===== src/rtl/fcr_pkg.sv =====
package fcr_pkg;

  typedef enum logic [1:0] {
    FM_EAGER   = 2'b00,
    FM_DELAYED = 2'b01,
    FM_EXCL    = 2'b10,
    FM_SPARE   = 2'b11
  } flush_mode_e;

  // Next drain count: reload beats clear, clear beats decrement, floor at zero.
  function automatic int unsigned drain_next(int unsigned cur, logic load,
                                             logic clear, logic dec,
                                             int unsigned depth);
    if (load)                 return depth;
    else if (clear)           return 0;
    else if (dec && cur != 0) return cur - 1;
    else                      return cur;
  endfunction

  // Idle wait: true when this tick is the last one of the wait.
  function automatic logic wait_done(int unsigned ticks_seen, logic armed,
                                     logic tick, int unsigned limit);
    return armed && tick && (ticks_seen == limit - 1);
  endfunction

endpackage


===== src/rtl/fcr_drain_counter.sv =====
module fcr_drain_counter #(
  parameter int unsigned DEPTH = 6,
  localparam int unsigned CW   = $clog2(DEPTH + 1)
) (
  input  logic          clk,
  input  logic          rst_n,
  input  logic          load,
  input  logic          clear,
  input  logic          dec,
  output logic [CW-1:0] cnt
);
  import fcr_pkg::*;

  logic [CW-1:0] cnt_d;

  always_comb cnt_d = CW'(drain_next(int'(cnt), load, clear, dec, DEPTH));

  always_ff @(posedge clk or negedge rst_n) begin
    if (!rst_n) cnt <= '0;
    else        cnt <= cnt_d;
  end

  // a reload always lands on DEPTH, whatever dec does
  assert_load_depth_R1: assert property (@(posedge clk) disable iff (!rst_n)
    load |=> cnt == CW'(DEPTH));
  assert_reload_wins_R3: assert property (@(posedge clk) disable iff (!rst_n)
    (load && dec) |=> cnt == CW'(DEPTH));
  // step of exactly one per generated cycle
  assert_step_down_R2: assert property (@(posedge clk) disable iff (!rst_n)
    (!load && !clear && dec && cnt != '0) |=> cnt == $past(cnt) - 1'b1);
  assert_hold_R2: assert property (@(posedge clk) disable iff (!rst_n)
    (!load && !clear && (!dec || cnt == '0)) |=> $stable(cnt));
  assert_bounded_R2: assert property (@(posedge clk) disable iff (!rst_n)
    cnt <= CW'(DEPTH));

endmodule


===== src/rtl/fcr_idle_timer.sv =====
module fcr_idle_timer #(
  parameter int unsigned TIMEOUT_TICKS = 16,
  localparam int unsigned TW = (TIMEOUT_TICKS > 1) ? $clog2(TIMEOUT_TICKS) : 1
) (
  input  logic clk,
  input  logic rst_n,
  input  logic enable,
  input  logic start,
  input  logic tick,
  output logic expire,
  output logic armed
);
  import fcr_pkg::*;

  logic [TW-1:0] seen;

  always_comb expire = enable && !start &&
                       wait_done(int'(seen), armed, tick, TIMEOUT_TICKS);

  always_ff @(posedge clk or negedge rst_n) begin
    if (!rst_n) begin
      armed <= 1'b0;
      seen  <= '0;
    end else if (!enable) begin
      armed <= 1'b0;
      seen  <= '0;
    end else if (start) begin
      armed <= 1'b1;
      seen  <= '0;
    end else if (expire) begin
      armed <= 1'b0;
      seen  <= '0;
    end else if (armed && tick) begin
      seen  <= seen + 1'b1;
    end
  end

  // an admission restarts the wait from zero
  assert_restart_R4: assert property (@(posedge clk) disable iff (!rst_n)
    (enable && start) |=> (armed && seen == '0));
  // one load per wait
  assert_single_shot_R5: assert property (@(posedge clk) disable iff (!rst_n)
    expire |=> !armed);
  assert_no_count_idle_R5: assert property (@(posedge clk) disable iff (!rst_n)
    !armed |-> seen == '0);

endmodule


===== src/rtl/fcr_mode_gate.sv =====
module fcr_mode_gate (
  input  logic [1:0] flush_mode,
  input  logic       admit,
  input  logic       in_pending,
  input  logic       cnt_nz,
  input  logic       expire,
  output logic       timed,
  output logic       load,
  output logic       clear,
  output logic       start,
  output logic       in_block,
  output logic       lock_req
);
  import fcr_pkg::*;

  flush_mode_e md;

  always_comb begin
    md       = flush_mode_e'(flush_mode);
    timed    = (md == FM_DELAYED);
    in_block = (md == FM_EXCL) && cnt_nz;
    start    = timed && admit;
    clear    = start;
    load     = timed ? expire : (admit && !in_block);
    lock_req = cnt_nz && !in_pending;
  end

endmodule


===== src/rtl/fcr_flush_requester.sv =====
module fcr_flush_requester #(
  parameter int unsigned DEPTH         = 6,
  parameter int unsigned TIMEOUT_TICKS = 16,
  localparam int unsigned CW           = $clog2(DEPTH + 1)
) (
  input  logic          clk,
  input  logic          rst_n,
  input  logic [1:0]    flush_mode,
  input  logic          admit,
  input  logic          cyc_gen,
  input  logic          tick,
  input  logic          in_pending,
  output logic          need_cycle,
  output logic          lock_req,
  output logic          in_block,
  output logic [CW-1:0] drain_left
);
  import fcr_pkg::*;

  // Named internal events for the assertions
  logic timed, load_ev, clear_ev, start_ev, expire_ev, wait_armed, cnt_nz;

  assign cnt_nz     = (drain_left != '0);
  assign need_cycle = cnt_nz;

  fcr_mode_gate u_gate (
    .flush_mode (flush_mode),
    .admit      (admit),
    .in_pending (in_pending),
    .cnt_nz     (cnt_nz),
    .expire     (expire_ev),
    .timed      (timed),
    .load       (load_ev),
    .clear      (clear_ev),
    .start      (start_ev),
    .in_block   (in_block),
    .lock_req   (lock_req)
  );

  fcr_idle_timer #(.TIMEOUT_TICKS(TIMEOUT_TICKS)) u_timer (
    .clk    (clk),
    .rst_n  (rst_n),
    .enable (timed),
    .start  (start_ev),
    .tick   (tick),
    .expire (expire_ev),
    .armed  (wait_armed)
  );

  fcr_drain_counter #(.DEPTH(DEPTH)) u_cnt (
    .clk   (clk),
    .rst_n (rst_n),
    .load  (load_ev),
    .clear (clear_ev),
    .dec   (cyc_gen),
    .cnt   (drain_left)
  );

  // in delayed mode a drain can only begin after the wait expires
  assert_delayed_load_R4: assert property (@(posedge clk) disable iff (!rst_n)
    (flush_mode == FM_DELAYED && $past(flush_mode) == FM_DELAYED &&
     $past(drain_left) == '0 && drain_left != '0) |-> $past(expire_ev));
  // a blocked admission never raises the count
  assert_blocked_admit_R6: assert property (@(posedge clk) disable iff (!rst_n)
    (flush_mode == FM_EXCL && in_block && admit) |=> drain_left <= $past(drain_left));
  assert_block_mode_R6: assert property (@(posedge clk) disable iff (!rst_n)
    in_block |-> (flush_mode == FM_EXCL && need_cycle));
  // reset leaves nothing to drain
  assert_reset_clear_R8: assert property (@(posedge clk)
    !rst_n |=> (drain_left == '0 && !wait_armed));

endmodule


===== config.mk =====
export PLATFORM = sky130hd
export DESIGN_NAME = fcr_flush_requester
export DESIGN_NICKNAME = d
export VERILOG_FILES = /design/src/rtl/fcr_pkg.sv /design/src/rtl/fcr_drain_counter.sv /design/src/rtl/fcr_idle_timer.sv /design/src/rtl/fcr_mode_gate.sv /design/src/rtl/fcr_flush_requester.sv
export SDC_FILE = /design/constraint.sdc
export NUM_CORES = 1
export LEC_CHECK = 0
export BUFFER_PORTS_ARGS = -buffer_cell sky130_fd_sc_hd__buf_4
export CAP_MARGIN = 20
export CORE_MARGIN = 1
export CORE_UTILIZATION = 30
export CTS_CLUSTER_SIZE = 28
export DETAILED_ROUTE_END_ITERATION = 8
export HOLD_SLACK_MARGIN = 0.1
export SLEW_MARGIN = 20
export SYNTH_ARGS = -nofsm -noshare
export SYNTH_HDL_FRONTEND = slang
export SYNTH_SLANG_ARGS = --single-unit

===== constraint.sdc =====
create_clock -name clk -period 1.4 [get_ports clk]
set_input_delay 0.28 -clock clk [delete_from_list [all_inputs] [get_ports clk]]
set_output_delay 0.28 -clock clk [all_outputs]
set_load 0.05 [all_outputs]

==> reports/metrics.cfg <==
[route]
dr.pass1.iters=4
ant_nets=0
wl_met2_um=501
wl_met3_um=54
vias=454
via_per_inst=4.88
drt_iter0_drc=5
wl_per_cell_um=11.5
wirelength_mm=1.07
drc=0
dr.max_layer_used=met4
wl_met1_um=490

[timing]
clock_skew_ns=0.00370
rsz0062_at_grt=true
finalSetupTns_ns=-0.541
fin_crit_sh=1.13
max_freq_mhz=630
finalSetupViolations=5
hold_ws_ns=0.284
layout_setup_ws_ns=-0.188
hold_viol=0
final-max-slew-violation-count=0
worst_pin_slew_ns=0.243
relSlewSlack=0.837
fin_crit_ns=1.59

[worst_setup_path]
crit_fanout=4
critPathRequiredTime_ns=1.12
path_cells=inv_4 > ha_4 > nand2b_4 > and3b_2 > buf_8
rr_worst_depth=7
worst_path_largest_cell_delay_ns=0.43
slowest_stage=dfrtp_2
end_kind=output pin
setup.worst_path.class=reg -> out
setup.worst_path.start_class=flop
cp.arrival_ns=1.31
r2r_slack_ns=-0.11

[power]
clock_power_share=0.149
p_sw_frac=0.418
p_leak_nw=0.353
internal_power_uw=711
power_frac_seq=0.263
vdd_ir_drop_max_v=0.000746
p_comb_frac=0.587
p_per_area_nw_per_um2=1610
p_switching_uw=510

[clock_network]
cts_max_level=1
numCtsBuffers=3
cts_tree=done
cts_root_buffer=clkbuf_4
cts.sink_count=8
clkTransAtPathRegs_ns=0.05
clkLatencyLatePin_ns=0.25
clockBufferDepth=2

[floorplan]
start_util=0.322
die_h_um=42.2
chipWidth_um=42.2
dieArea_um2=1780
rows=14
ioPinCount=14
core_um2=1510

[logic_synthesis]
yosys_warnings=0
ys_seq_area_frac=0.412
avgSynthCellArea_um2=9.52
synth_seq_cells=8
syn_inst=51
synth_nets=62
synth.distinct_cells=21
synth_area_um2=485

[finish]
num_antenna_cells=0
nNetsFinal=89
n_fill_cell=148
drive_above_1_share=0.532
syn_to_final_growth_pct=56.4

[global_routing]
grt_use_total=0.145
overflow=0
grt_max_degree=9
antenna_found_initial=0
grt_pass1_wl_mm=1.87
grt_pass1_vias=408

[run]
maxCapViolations=0

[run_status]
outcome=finished with violations
violations=negative setup slack

[place]
io_buffer_count=13
dpl.hpwl_um=823
gp_congestion=0.775

[min_path]
min_path_cells=3
min-delay-path-class=in -> reg

[per-stage QoR]
stage	power (mW)	cells	util	worst slack (ns)	instance area [um^2]
global route	1.31	93	0.504	-0.263	759
CTS	1.12	90	0.469	-0.201	707
global placement	0.887	83	0.428	0.0522	644
finish	1.22	93	0.504	-0.188	759
floorplan	0.722	51	-	-0.369	504
detailed placement	0.901	83	0.428	0.00118	644
[cell type report]
cell class,count,area [um^2],share of cell area
repair buffers,22,183,0.241
clock buffers,4,26.3,0.0346
inverters,3,13.8,0.0181
well taps,16,20.0,0.0264
flip-flops and latches,8,204,0.269
multi-input cells,40,313,0.412
[critical path, delay by kind of cell (launching register included)]
family,cells,cell delay [ns]
flops,1,0.43
fa+ha+maj,1,0.14
simple gates,2,0.27
buf+inv,2,0.23
[cells by family after synthesis]
| family | Yosys count | synth area share |
|---|---|---|
| and+or+nand+nor | 24 | 0.314 |
| muxes | 1 | 0.0232 |
| AOI/OAI and AO/OA | 10 | 0.113 |
| xor gates and xnor gates | 2 | 0.0361 |
| buffers and inverters | 3 | 0.0232 |
| DFF | 8 | 0.412 |
| adders and majority gates | 3 | 0.0773 |
[synthesized netlist by cell type]
library cell	instances	area (um^2)
o21ai_0	1	5.00
nand3_1	4	20.0
xor2_1	1	8.76
nand4_1	1	6.26
xnor2_1	1	8.76
inv_1	3	11.3
nand2_1	6	22.5
and3b_2	1	10.0
mux2_2	1	11.3
nor2_1	4	15.0
nor3b_1	1	7.51
ha_1	3	37.5
o21ai_1	2	10.0
a21oi_1	6	30.0
nand2b_4	3	41.3
or3_1	1	6.26
o32a_1	1	10.0
nor2b_1	1	6.26
dfrtp_1	8	200
nor3b_2	1	12.5
nor3_1	1	5.00
[power by group through the flow]
stage          Sequential (mW)  Combinational [mW]  Clock (mW)
2_1_floorplan            0.447               0.275           0
6_report                 0.322               0.717       0.182
3_5_place_dp             0.315               0.586           0
3_3_place_gp             0.315               0.572           0
4_1_cts                  0.311               0.614       0.194
5_1_grt                  0.329               0.770       0.212
[path summary, 6_finish.rpt]
check | startpoint | endpoint
max reg2reg | u_cnt.cnt[1] | u_cnt.cnt[0]
min in group asynchronous | rst_n | u_timer.seen[2]
max in group asynchronous | rst_n | u_cnt.cnt[2]
min | admit | u_timer.armed
max | u_cnt.cnt[1] | in_block
min reg2reg | u_timer.seen[1] | u_timer.seen[1]
[flip-flops by register name, summed over array words and instances, names as in the netlist]
| signal | flops |
|---|---|
| u_timer.seen | 4 |
| u_timer.armed | 1 |
| u_cnt.cnt | 3 |
[per-layer routing]
metal  global-route usage  vias to the layer above
li1                     -                      231
met1                0.192                      208
met2                0.203                       13
met3               0.0302                        2
met4                0.113                        0
met5                    0                        -
[layout by cell type, fill, tap and decap left out, drive strengths merged, types with 2 or more instances in the layout]
cell type / n
inv: 3
nand2b: 3
nor2: 4
nand2: 6
buf: 21
dfrtp: 8
o21ai: 3
ha: 3
nor3b: 2
a21oi: 6
nand3: 4
clkbuf: 4
[repair_timing]
action | 4_1_cts | 5_1_grt
gates resized for setup | 3 | 8
setup buffers | 2 | 3
pin swaps | 3 | 2
setup endpoints to repair | 4 | 6
gates cloned | 0 | 0
hold buffers | 1 | 0
endpoints found under the hold margin | 8 | 0
Power figures use the tool's default switching activity.
